## config.mk

```make
export PLATFORM = sky130hd
export DESIGN_NAME = i2c_reg_target
export DESIGN_NICKNAME = d
export VERILOG_FILES = /design/src/rtl/i2c_tgt_pkg.sv /design/src/rtl/i2c_tgt_sync.sv /design/src/rtl/i2c_tgt_ptr.sv /design/src/rtl/i2c_tgt_engine.sv /design/src/rtl/i2c_reg_target.sv
export SDC_FILE = /design/constraint.sdc
export NUM_CORES = 1
export LEC_CHECK = 0
export BUFFER_PORTS_ARGS = -buffer_cell sky130_fd_sc_hd__buf_4
export CAP_MARGIN = 25
export CORE_ASPECT_RATIO = 0.7
export CORE_MARGIN = 1.5
export CORE_UTILIZATION = 40
export CTS_CLUSTER_SIZE = 14
export DETAILED_ROUTE_END_ITERATION = 12
export HOLD_SLACK_MARGIN = 0.08
export PLACE_DENSITY_LB_ADDON = 0.1
export SLEW_MARGIN = 25
export SYNTH_ARGS = -nofsm -noshare
export SYNTH_HDL_FRONTEND = slang
export SYNTH_SLANG_ARGS = --single-unit
```

## constraint.sdc

```tcl
create_clock -name clk_i -period 2.2 [get_ports clk_i]
set_input_delay 0.66 -clock clk_i [delete_from_list [all_inputs] [get_ports clk_i]]
set_output_delay 0.66 -clock clk_i [all_outputs]
set_load 0.005 [all_outputs]
```

## src/rtl/i2c_tgt_pkg.sv

```systemverilog
package i2c_tgt_pkg;
  typedef enum logic [3:0] {
    ST_IDLE,
    ST_ADDR,
    ST_AACK,
    ST_PTR,
    ST_PACK,
    ST_WDATA,
    ST_WACK,
    ST_RLOAD,
    ST_RDATA,
    ST_RACK
  } tgt_state_e;

  localparam int unsigned PTR_W    = 5;
  localparam int unsigned BYTE_W   = 8;
  localparam int unsigned DEV_W    = 7;
endpackage

```

## src/rtl/i2c_tgt_sync.sv

```systemverilog
module i2c_tgt_sync #(
  parameter int unsigned STAGES = 2
) (
  input  logic clk_i,
  input  logic rst_ni,
  input  logic scl_i,
  input  logic sda_i,
  output logic sda_o,
  output logic scl_rise_o,
  output logic scl_fall_o,
  output logic start_o,
  output logic stop_o
);
  // index STAGES-1 is the synchronized value, index STAGES the previous one
  logic [STAGES:0] scl_p, sda_p;

  always_ff @(posedge clk_i or negedge rst_ni) begin
    if (!rst_ni) begin
      scl_p <= '1;
      sda_p <= '1;
    end else begin
      scl_p <= {scl_p[STAGES-1:0], scl_i};
      sda_p <= {sda_p[STAGES-1:0], sda_i};
    end
  end

  logic scl_c, scl_q, sda_c, sda_q;
  assign scl_c = scl_p[STAGES-1];
  assign scl_q = scl_p[STAGES];
  assign sda_c = sda_p[STAGES-1];
  assign sda_q = sda_p[STAGES];

  assign sda_o      = sda_c;
  assign scl_rise_o = scl_c & ~scl_q;
  assign scl_fall_o = ~scl_c & scl_q;
  assign start_o    = scl_c & scl_q & sda_q & ~sda_c;
  assign stop_o     = scl_c & scl_q & ~sda_q & sda_c;
endmodule

```

## src/rtl/i2c_tgt_ptr.sv

```systemverilog
module i2c_tgt_ptr #(
  parameter int unsigned           PTR_W = 5,
  parameter logic [PTR_W-1:0]      LAST  = 5'h18
) (
  input  logic             clk_i,
  input  logic             rst_ni,
  input  logic             load_i,
  input  logic [PTR_W-1:0] load_val_i,
  input  logic             inc_i,
  output logic [PTR_W-1:0] ptr_o
);
  logic [PTR_W-1:0] ptr_q;

  always_ff @(posedge clk_i or negedge rst_ni) begin
    if (!rst_ni)     ptr_q <= '0;
    else if (load_i) ptr_q <= load_val_i;
    else if (inc_i)  ptr_q <= (ptr_q >= LAST) ? '0 : ptr_q + 1'b1;
  end

  assign ptr_o = ptr_q;


  ptr_wrap_chk: assert property (@(posedge clk_i) disable iff (!rst_ni)
    (inc_i && !load_i && ptr_q == LAST) |=> (ptr_q == '0));
endmodule

```

## src/rtl/i2c_tgt_engine.sv

```systemverilog
module i2c_tgt_engine
  import i2c_tgt_pkg::*;
#(
  parameter logic [PTR_W-1:0] WR_LAST = 5'h12
) (
  input  logic              clk_i,
  input  logic              rst_ni,
  input  logic              sda_i,
  input  logic              scl_rise_i,
  input  logic              scl_fall_i,
  input  logic              start_i,
  input  logic              stop_i,
  input  logic [DEV_W-1:0]  dev_addr_i,
  input  logic [PTR_W-1:0]  ptr_i,
  input  logic [BYTE_W-1:0] rdata_i,
  output logic              sda_oe_o,
  output logic              ptr_load_o,
  output logic [PTR_W-1:0]  ptr_val_o,
  output logic              ptr_inc_o,
  output logic              we_o,
  output logic [BYTE_W-1:0] wdata_o,
  output logic              cap_o
);
  tgt_state_e        st;
  logic [3:0]        cnt;
  logic [BYTE_W-1:0] sh;
  logic              oe, rw, nack, we_q, cap_q;

  always_ff @(posedge clk_i or negedge rst_ni) begin
    if (!rst_ni) begin
      st    <= ST_IDLE;
      cnt   <= '0;
      sh    <= '0;
      oe    <= 1'b0;
      rw    <= 1'b0;
      nack  <= 1'b0;
      we_q  <= 1'b0;
      cap_q <= 1'b0;
    end else begin
      we_q  <= 1'b0;
      cap_q <= 1'b0;
      if (start_i) begin
        st  <= ST_ADDR;
        cnt <= '0;
        oe  <= 1'b0;
      end else if (stop_i) begin
        st  <= ST_IDLE;
        oe  <= 1'b0;
      end else begin
        case (st)
          ST_ADDR, ST_PTR, ST_WDATA: begin
            if (scl_rise_i) begin
              sh  <= {sh[BYTE_W-2:0], sda_i};
              cnt <= cnt + 1'b1;
            end else if (scl_fall_i && cnt == 4'd8) begin
              cnt <= '0;
              if (st == ST_ADDR) begin
                if (sh[7:1] == dev_addr_i) begin
                  st <= ST_AACK;
                  oe <= 1'b1;
                  rw <= sh[0];
                end else begin
                  st <= ST_IDLE;
                end
              end else begin
                st <= (st == ST_PTR) ? ST_PACK : ST_WACK;
                oe <= 1'b1;
              end
            end
          end
          ST_AACK: begin
            if (scl_rise_i && rw) cap_q <= 1'b1;
            else if (scl_fall_i) begin
              oe <= 1'b0;
              st <= rw ? ST_RLOAD : ST_PTR;
            end
          end
          ST_PACK: begin
            if (scl_fall_i) begin
              oe <= 1'b0;
              st <= ST_WDATA;
            end
          end
          ST_WACK: begin
            if (scl_rise_i) we_q <= (ptr_i <= WR_LAST);
            else if (scl_fall_i) begin
              oe <= 1'b0;
              st <= ST_WDATA;
            end
          end
          ST_RLOAD: begin
            sh  <= rdata_i;
            oe  <= ~rdata_i[BYTE_W-1];
            cnt <= '0;
            st  <= ST_RDATA;
          end
          ST_RDATA: begin
            if (scl_fall_i) begin
              if (cnt == 4'd7) begin
                oe <= 1'b0;
                st <= ST_RACK;
              end else begin
                sh  <= {sh[BYTE_W-2:0], 1'b0};
                oe  <= ~sh[BYTE_W-2];
                cnt <= cnt + 1'b1;
              end
            end
          end
          ST_RACK: begin
            if (scl_rise_i) nack <= sda_i;
            else if (scl_fall_i) st <= nack ? ST_IDLE : ST_RLOAD;
          end
          default: ;
        endcase
      end
    end
  end

  assign sda_oe_o   = oe;
  assign ptr_load_o = (st == ST_PACK) && scl_rise_i && !start_i && !stop_i;
  assign ptr_val_o  = sh[PTR_W-1:0];
  assign ptr_inc_o  = ((st == ST_WACK) || (st == ST_RACK)) && scl_fall_i;
  assign we_o       = we_q;
  assign wdata_o    = sh;
  assign cap_o      = cap_q;


  we_pulse_chk: assert property (@(posedge clk_i) disable iff (!rst_ni)
    we_o |=> !we_o);

  we_range_chk: assert property (@(posedge clk_i) disable iff (!rst_ni)
    we_o |-> (ptr_i <= WR_LAST));

  cap_pulse_chk: assert property (@(posedge clk_i) disable iff (!rst_ni)
    cap_o |=> !cap_o);

  addr_quiet_chk: assert property (@(posedge clk_i) disable iff (!rst_ni)
    (st == ST_ADDR) |-> !sda_oe_o);

  nack_release_chk: assert property (@(posedge clk_i) disable iff (!rst_ni)
    (st == ST_RACK && scl_fall_i && nack && !start_i && !stop_i) |=> (!sda_oe_o && st == ST_IDLE));
endmodule

```

## src/rtl/i2c_reg_target.sv

```systemverilog
module i2c_reg_target
  import i2c_tgt_pkg::*;
#(
  parameter int unsigned      SYNC_STAGES = 2,
  parameter logic [DEV_W-1:0] DEV_ADDR_0  = 7'h0A,
  parameter logic [DEV_W-1:0] DEV_ADDR_1  = 7'h0D,
  parameter logic [PTR_W-1:0] REG_LAST    = 5'h18,
  parameter logic [PTR_W-1:0] WR_LAST     = 5'h12
) (
  input  logic              clk_i,
  input  logic              rst_ni,
  input  logic              scl_i,
  input  logic              sda_i,
  output logic              sda_oe_o,
  input  logic              addr_sel_i,
  output logic [PTR_W-1:0]  reg_addr_o,
  output logic [BYTE_W-1:0] reg_wdata_o,
  output logic              reg_we_o,
  input  logic [BYTE_W-1:0] reg_rdata_i,
  output logic              reg_cap_o
);
  logic sda_s, scl_rise, scl_fall, start_c, stop_c;
  logic ptr_load, ptr_inc;
  logic [PTR_W-1:0] ptr_val, ptr;
  logic [DEV_W-1:0] dev_addr;

  assign dev_addr = addr_sel_i ? DEV_ADDR_1 : DEV_ADDR_0;

  i2c_tgt_sync #(.STAGES(SYNC_STAGES)) u_sync (
    .clk_i, .rst_ni, .scl_i, .sda_i,
    .sda_o(sda_s), .scl_rise_o(scl_rise), .scl_fall_o(scl_fall),
    .start_o(start_c), .stop_o(stop_c)
  );

  i2c_tgt_ptr #(.PTR_W(PTR_W), .LAST(REG_LAST)) u_ptr (
    .clk_i, .rst_ni, .load_i(ptr_load), .load_val_i(ptr_val),
    .inc_i(ptr_inc), .ptr_o(ptr)
  );

  i2c_tgt_engine #(.WR_LAST(WR_LAST)) u_eng (
    .clk_i, .rst_ni, .sda_i(sda_s), .scl_rise_i(scl_rise), .scl_fall_i(scl_fall),
    .start_i(start_c), .stop_i(stop_c), .dev_addr_i(dev_addr), .ptr_i(ptr),
    .rdata_i(reg_rdata_i), .sda_oe_o, .ptr_load_o(ptr_load), .ptr_val_o(ptr_val),
    .ptr_inc_o(ptr_inc), .we_o(reg_we_o), .wdata_o(reg_wdata_o), .cap_o(reg_cap_o)
  );

  assign reg_addr_o = ptr;


  stop_release_chk: assert property (@(posedge clk_i) disable iff (!rst_ni)
    stop_c |=> !sda_oe_o);
endmodule

```

* Word-level counts from Yosys, hierarchy flattened
Cells that the tools add are included.
** Word-level totals
- Memories :: 0
- Memory bits (writable) :: 0
- ROM bits :: 0
- Latch bits :: 0
- Register bits after elaboration :: 32
- Logic and storage cells :: 134
** Cells by class
- Add/sub/neg operators :: 2
- Reductions and logical operators :: 21
- Multiplexer cells :: 53
- Eq/ne operators :: 29
- Divide/modulo/power cells :: 0
- Shifts and indexed selects :: 0
- $lt $le $gt $ge :: 2
- Multiply operators :: 0
- Bitwise gates (word level) :: 16
** Operators by type and width (count)
- 2-to-1 mux 4 bit :: 19
- one-hot mux 4 bit (7 select lines) :: 1
- 2-to-1 mux 8 bit :: 3
- inequality test 4 x 1 -> 1 bit, second input constant :: 6
- one-hot mux 8 bit (3 select lines) :: 1
- == test 4 x 3 -> 1 bit, second input constant :: 5
- 2-to-1 mux 1 bit :: 19
- 2-to-1 mux 5 bit :: 3
- AND reduction 7 bit :: 2
- == test 4 bit, second input constant :: 3
- inequality test 4 bit, second input constant :: 3
- one-hot mux 4 bit (3 select lines) :: 1
- AND reduction 10 bit :: 1
- 2-to-1 mux 3 bit :: 3
- inverter 1 bit :: 9
- nonzero test 9 bit :: 1
- == test 4 x 2 -> 1 bit, second input constant :: 2
- nonzero test 8 bit :: 1
- bitwise AND 1 bit :: 7
- == test 7 x 4 -> 1 bit :: 1
- logical AND 1 bit :: 6
- inequality test 2 x 1 -> 1 bit, second input constant :: 3
- one-hot mux 1 bit (6 select lines) :: 1
- AND reduction 6 bit :: 1
- other kinds (19) :: 21

* Logic depth before layout (Yosys ltp)
Gate-level depths: netlist of the first run.
- Word-level depth :: 9
- Gate-level depth with buffers :: 8
- Depth with buffers taken out :: 6

* Cells and area by module
A second synthesis of the first run with hierarchy kept.
** Unflattened totals
- Cells, all modules :: 225
- Area, all modules :: 2129.5 µm²
** By module, submodules not included
- i2c_tgt_engine :: area each 1605.3 µm², times used 1, cells each 172
- i2c_tgt_ptr :: area each 322.8 µm², times used 1, cells each 40
- i2c_tgt_sync :: area each 190.2 µm², times used 1, cells each 10
- i2c_reg_target :: area each 11.3 µm², times used 1, cells each 3

* Worst setup path before layout of the first run
OpenSTA, ideal clock, no wires.
- Kind :: register -> register
- Start :: reg u_sync.sda_p[1]
- End :: reg u_eng.st[0]
- Path buffers :: 0
- Data arrival time :: 1753 ps
- Data required time :: 2075 ps
- Period minus slack after synthesis :: 1878 ps
- Cell stages (with the launch flop) :: 6
- Library setup time :: 125 ps
- Setup slack :: 322 ps
- Cell sequence :: dfstp_2 > xor2_1 > nand2_1 > a311oi_1 > o31a_4 > mux2_4
** Between the ends
- Longest elaborated chain between the ends :: 4
- Elaborated cells between the ends (all ways) :: 16
- Classes of those cells :: eq/ne (9); mux (2); bitwise (3); reduce/logical (2)
** Ends and longest elaborated chain
- start, declared :: RTL line i2c_tgt_sync.sv:15 : logic [STAGES:0] scl_p, sda_p;
- start signal, assigned :: RTL line i2c_tgt_sync.sv:23 : sda_p <= {sda_p[STAGES-1:0], sda_i};
- inverter 1 bit :: RTL line i2c_tgt_sync.sv:36 : assign start_o = scl_c & scl_q & sda_q & ~sda_c;
- bitwise AND 1 bit :: RTL line i2c_tgt_sync.sv:36
- nonzero test 9 bit (no source line) (tied with other cells)
- AND reduction 10 bit (no source line)
- end signal, assigned :: RTL line i2c_tgt_engine.sv:66 : st <= (st == ST_PTR) ? ST_PACK : ST_WACK;
- end signal, assigned :: RTL line i2c_tgt_engine.sv:75 : st <= rw ? ST_RLOAD : ST_PTR;
- end signal, assigned :: RTL line i2c_tgt_engine.sv:111 : else if (scl_fall_i) st <= nack ? ST_IDLE : ST_RLOAD;
- end, declared :: RTL line i2c_tgt_engine.sv:24 : tgt_state_e st;
Parallel ways exist; a longest one is shown, timed or not.
A chain may end at the register's enable or synchronous reset.

* Worst setup path after layout of the first run
- Start :: reg u_sync.scl_p[2]
- End :: reg u_eng.st[0]
** Between the ends
- Longest elaborated chain between the ends :: 6
- Elaborated cells between the ends (all ways) :: 26
- Classes of those cells :: eq/ne (9); mux (5); bitwise (8); reduce/logical (4)
** Ends and longest elaborated chain
- start, declared :: RTL line i2c_tgt_sync.sv:15
- start signal, assigned :: RTL line i2c_tgt_sync.sv:22 : scl_p <= {scl_p[STAGES-1:0], scl_i};
- bitwise AND 1 bit :: RTL line i2c_tgt_sync.sv:35 : assign scl_fall_o = ~scl_c & scl_q;
- 2-to-1 mux 4 bit (2 in series)
- one-hot mux 4 bit (7 select lines)
- 2-to-1 mux 4 bit :: RTL line i2c_tgt_engine.sv:46 : end else if (stop_i) begin
- 2-to-1 mux 4 bit :: RTL line i2c_tgt_engine.sv:42 : if (start_i) begin
Parallel ways exist; a longest one is shown, timed or not. The select of a mux whose other input is x is not followed.

==> results of run 1 <==
==> final cells by class <==
type | count | area, sq um
fillers | 484 | 2370
flip-flops and latches | 32 | 808
multi-input cells | 161 | 1070
clock inverters | 1 | 7.51
inverters | 12 | 45.0
well taps | 69 | 86.3
repair buffers | 41 | 308
clock buffers | 7 | 86.3
==> flip-flops by register name, summed over array words and instances, names as in the netlist <==
register	cells
u_eng.sda_oe_o	1
u_sync.sda_p	3
u_eng.rw	1
u_eng.wdata_o	8
u_eng.cnt	4
u_eng.we_o	1
u_ptr.ptr_o	5
u_eng.cap_o	1
u_sync.scl_p	3
u_eng.st	4
u_eng.nack	1
==> through the flow <==
| stage | util (%) | hold slack (ps) | cell area (sq um) |
|---|---|---|---|
| global route | 50.3 | 321 | 2410 |
| global placement | 48.2 | 346 | 2300 |
| detailed placement | 48.2 | 349 | 2300 |
| CTS | 50.1 | 309 | 2400 |
| floorplan | - | 345 | 1980 |
| finish | 50.3 | 296 | 2410 |
==> report_power, final <==
part           switching [mW]  internal, mW
clock                   0.217         0.254
combinational           0.693         0.740
sequential              0.304         0.779
==> worst max-delay path, cell delays in order (launching register included) <==
cell	delay, ps
dfstp_2	550
and2b_2	230
nand4_1	170
a311oi_1	450
o31a_4	270
mux2_4	300
==> cell usage after synthesis (6+ instances only) <==
cell type  instances  share of area (%)
nor2_1            19                3.6
nor2b_1            6                1.9
a31oi_1            7                2.2
inv_1             12                2.3
mux2i_1            9                4.5
dfrtp_1           26                 33
nand3_1            8                2.0
o21ai_0           20                5.0
a21oi_1           11                2.8
nand2_1           21                4.0
dfstp_2            6                7.9
==> logic make-up after synthesis <==
| logic type | after synthesis | share of synthesized area (%) |
|---|---|---|
| buf+inv | 21 | 5.99 |
| fa+ha+maj | 5 | 3.03 |
| simple gates | 83 | 23.2 |
| mux | 14 | 7.95 |
| flops | 32 | 40.8 |
| xor+xnor | 1 | 0.442 |
| compound gates | 58 | 18.6 |
==> worst max-delay path by stage <==
stage             endpoint
2_1_floorplan  u_eng.st[0]
3_3_place_gp      u_eng.rw
3_5_place_dp   u_eng.st[0]
4_1_cts        u_eng.st[0]
5_1_grt        u_eng.st[3]
6_report       u_eng.st[0]
==> metal layers <==
| layer | wire (microns) | up-vias | global-route usage (%) | part of all wire, % |
|---|---|---|---|---|
| met5 | 0 | - | 0 | 0 |
| met4 | 59 | 0 | 6.12 | 1.2 |
| met3 | 325 | 7 | 6.34 | 6.7 |
| met2 | 1820 | 49 | 25.4 | 38 |
| met1 | 2610 | 805 | 31.1 | 54 |
| li1 | - | 852 | - | - |
==> repair_timing <==
item | in CTS | in global routing
gates resized for setup | 0 | 2
setup buffers | 0 | 0
setup endpoints to repair | 0 | 2
==> flow_summary.yaml, run 1 <==
run_status:
  status: "complete, no violations"
timing:
  fin_setup_tns_ps: 0
  timing.fmax_mhz: 479
  rsz0062_at_grt: "no"
  hold_violations: 0
  fin_ws_ps: 111
  setup_viol: 0
  finalClockSkew_ps: 7.30
  relSlewSlack_pct: 67.1
  period_share_pct: 95.0
  tightest_slew_ps: 493
  period_minus_slack_ps: 2090
  drv_slew: 0
clocking:
  cts_tree: "built"
  cts_sinks: 32
  htree_levels: 2
  clock_latency_ps: 290
  cts_inserted_buffers: 5
  clock_path_buffers: 2
  path_clk_slew_ps: 70
  cts_hold_buf: 0
  cts-root-buf: "clkbuf_8"
finish:
  layout_commonest_cell: "buf_4"
  antenna_cells: 0
  layout.cells.non_filler: 323
  drive_gt1_share_pct: 28.7
  nNetsFinal: 270
  area_growth_pct: 21.4
  most-common-layout-cells: "buf_4, dfrtp_1, nand2_1, o21ai_0, nor2_1"
route:
  wl_per_cell_microns: 14.9
  drt_iter0_drc: 190
  drt-vias-per-instance: 5.30
  detail-route-antenna-nets: 0
  post-route-drc-count: 0
  drt_wl_total_microns: 4820
  firstDrtPassIters: 4
  via_count: 1713
yosys:
  synth.ff_latch_count: 32
  ys_seq_area_share_pct: 40.8
  syn_avg_cell_area_sq_um: 9.27
  syn_inst: 214
  synth_fp_nets: 231
  synth_edf_count: 0
  syn_area_sq_um: 1980
  synth_cell_types: 52
  ys.flop_type: "dfrtp_1"
  yosysWarnings: 0
  async_flop_share_pct: 100
place:
  place.gp.congestion: 0.886
  dp_hpwl_microns: 3550
  port_buffers: 28
  dp_cells: 315
  pre_cts_slack_ps: 159
worst_setup_path:
  crit_type: "register to register"
  end_kind: "register"
  setup.worst_path.start_class: "register"
  rr_startpoint: "u_sync.scl_p[2]"
  r2r_end: "u_eng.st[0]"
  ff2ff_path_depth: 5
  cp-startpoint: "u_sync.scl_p[2]"
  cp_max_fo: 6
  r2r_slack_ps: 110
  required_ps: 2370
  crit_arrival_ps: 2260
global_route:
  grt_usage_pct: 19.9
  gr-total-overflow: 0
  grt_pass1_vias: 1530
  grt_pass1_wl_microns: 7950
  grt_max_degree: 33
  antenna_found_initial: 0
floorplanning:
  fp.coreArea_sq_um: 4780
  die_w_microns: 87.2
  ioPinCount: 29
  die_h_microns: 61.9
  rows: 21
  initial_core_util_pct: 41.5
  dieArea_sq_um: 5400
pwr:
  power.total_mw: 2.99
  leakage_nw: 1.10
  power_density_nw_per_um2: 1240
  ir_worst_vdd_mv: 0.424
job:
  max_cap_violations: 0
min_path:
  min_path_type: "primary input to asynchronous set/reset pin"
No activity file was read; power rests on OpenSTA's default activity.
==> run 2, diff against run 1 <==
--- a/config.mk
+++ b/config.mk
@@ -5,15 +5,14 @@
 export SDC_FILE = /design/constraint.sdc
 export NUM_CORES = 1
 export LEC_CHECK = 0
-export BUFFER_PORTS_ARGS = -buffer_cell sky130_fd_sc_hd__buf_4
 export CAP_MARGIN = 25
 export CORE_ASPECT_RATIO = 0.7
 export CORE_MARGIN = 1.5
 export CORE_UTILIZATION = 40
 export CTS_CLUSTER_SIZE = 14
 export DETAILED_ROUTE_END_ITERATION = 12
+export DONT_BUFFER_PORTS = 1
 export HOLD_SLACK_MARGIN = 0.08
-export PLACE_DENSITY_LB_ADDON = 0.1
 export SLEW_MARGIN = 25
 export SYNTH_ARGS = -nofsm -noshare
 export SYNTH_HDL_FRONTEND = slang
==> run 2 against run 1 <==
Compared with the run above: global-route usage is 0.076 points lower; die area stayed put; register-to-register slack better by 20 ps; largest cell class unchanged.
==> flow_summary.yaml, run 2 (synthesis results as in run 1) <==
run_status:
  status: "complete, no violations"
timing:
  rsz0062_at_grt: "no"
  setup_viol: 0
  tightest_slew_ps: 490
  hold_violations: 0
  relSlewSlack_pct: 67.3
  period_minus_slack_ps: 2070
  fin_hold_ws_ps: 178
  drv_slew: 0
  fin_setup_tns_ps: 0
  period_share_pct: 94.0
  timing.fmax_mhz: 484
  finalClockSkew_ps: 4.75
worst_setup_path:
  critical_path.top_delay_family: "compound AO/OA/AOI/OAI gates"
  endpoint: "u_eng.st[2]"
  r2r_slack_ps: 130
  cp_cell_sequence: "and2b_2 -> nand4_1 -> a311oi_1 -> o31a_4 -> mux2_4"
  crit_arrival_ps: 2250
  path_buf_inv: 0
  cpPeakStageDelay_ps: 550
  crit_type: "register to register"
  setup.worst_path.start_class: "register"
  end_kind: "register"
  crit_path_top_delay_cell: "dfstp_2"
  ff2ff_path_depth: 5
  cp_max_fo: 6
  crit_cells: 5
  r2r_end: "u_eng.st[2]"
  required_ps: 2380
  cp-startpoint: "u_sync.scl_p[2]"
  rr_startpoint: "u_sync.scl_p[2]"
finish:
  largest_register_ffs: 8
  fillerInstances: 488
  layout_commonest_cell: "dfrtp_1"
  most-common-layout-cells: "dfrtp_1, nand2_1, o21ai_0, nor2_1, inv_1"
  area_growth_pct: 9.91
  nNetsFinal: 237
  drive_gt1_share_pct: 17.6
  antenna_cells: 0
clocking:
  cts_hold_buf: 1
  cts-resized-gates: 0
  clock_latency_ps: 290
  clock_path_buffers: 2
  cts_sinks: 32
  cts-root-buf: "clkbuf_8"
  path_clk_slew_ps: 70
  cts_tree: "built"
  htree_levels: 2
  cts_inserted_buffers: 5
  cts_setup_buffers: 0
pwr:
  leakage_nw: 0.954
  ir_worst_vdd_mv: 0.589
  power_density_nw_per_um2: 1310
  pwr-share-seq_pct: 37.6
  power_frac_comb_pct: 42.2
  switchingPower_mw: 1.18
  power_switching_share_pct: 41.3
  internal_power_mw: 1.68
  clkPwrFrac_pct: 20.2
place:
  dp_hpwl_microns: 3270
  port_buffers: 0
  place.gp.congestion: 0.955
floorplanning:
  initial_core_util_pct: 41.5
  die_h_microns: 61.9
  die_w_microns: 87.2
  rows: 21
  dieArea_sq_um: 5400
  ioPinCount: 29
  fp.coreArea_sq_um: 4780
route:
  wl_per_cell_microns: 15.9
  via_count: 1622
  drt_wl_total_microns: 4610
  drt-vias-per-instance: 5.59
  firstDrtPassIters: 4
  post-route-drc-count: 0
  drt_iter0_drc: 237
  detail-route-antenna-nets: 0
global_route:
  gr-total-overflow: 0
  grt_max_degree: 27
  grt_pass1_vias: 1495
  grt_pass1_wl_microns: 7860
  grt-busiest-layer: "met1"
  grtUsageMet2_pct: 26.2
  antenna_found_initial: 0
  use_met1_pct: 30.4
  grt_util_met3_pct: 5.68
  grt_usage_pct: 19.8
job:
  max_cap_violations: 0
min_path:
  min_path_type: "primary input to asynchronous set/reset pin"
## run 2: final cells by class
type	count	area (sq um)	area share [%]
multi-input cells	161	1060	48.4
flip-flops and latches	32	808	37.1
well taps	69	86.3	3.96
repair buffers	8	72.6	3.33
clock buffers	5	68.8	3.16
inverters	12	45.0	2.07
clock inverters	3	42.5	1.95
## run 2: worst min-delay path by stage
| stage | slack (ps) | cells past startpoint | to | startpoint |
|---|---|---|---|---|
| 2_1_floorplan | 350 | 0 | u_sync.scl_p[1] | u_sync.scl_p[0] |
| 3_3_place_gp | 350 | 0 | u_sync.sda_p[1] | u_sync.sda_p[0] |
| 3_5_place_dp | 350 | 0 | u_sync.scl_p[1] | u_sync.scl_p[0] |
| 4_1_cts | 170 | 1 | u_eng.st[3] | rst_ni |
| 5_1_grt | 180 | 1 | u_eng.st[2] | rst_ni |
| 6_report | 180 | 1 | u_eng.st[3] | rst_ni |
## run 2: power groups by stage
stage / sequential (mW) / combinational, mW / clock, mW
floorplan: 0.966 / 1.03 / 0
global placement: 1.08 / 1.19 / 0
detailed placement: 1.08 / 1.19 / 0
CTS: 1.07 / 1.20 / 0.596
global route: 1.11 / 1.38 / 0.616
finish: 1.08 / 1.21 / 0.578
## run 2: per-layer routing
layer,vias up,share of wire (%)
met3,7,7.7
met4,0,1.4
met5,-,0
li1,790,-
met1,767,52
met2,58,39
## run 2: stage by stage
step,cell area (sq um),std cells,total power [mW],utilization [%],setup WS [ps]
final,2180,290,2.86,45.6,132
after global routing,2180,290,3.11,45.6,16.3
after CTS,2180,290,2.87,45.6,141
after detailed placement,2050,281,2.26,42.8,152
after global placement,2050,281,2.26,42.8,186
after floorplan,1980,214,2.00,-,322
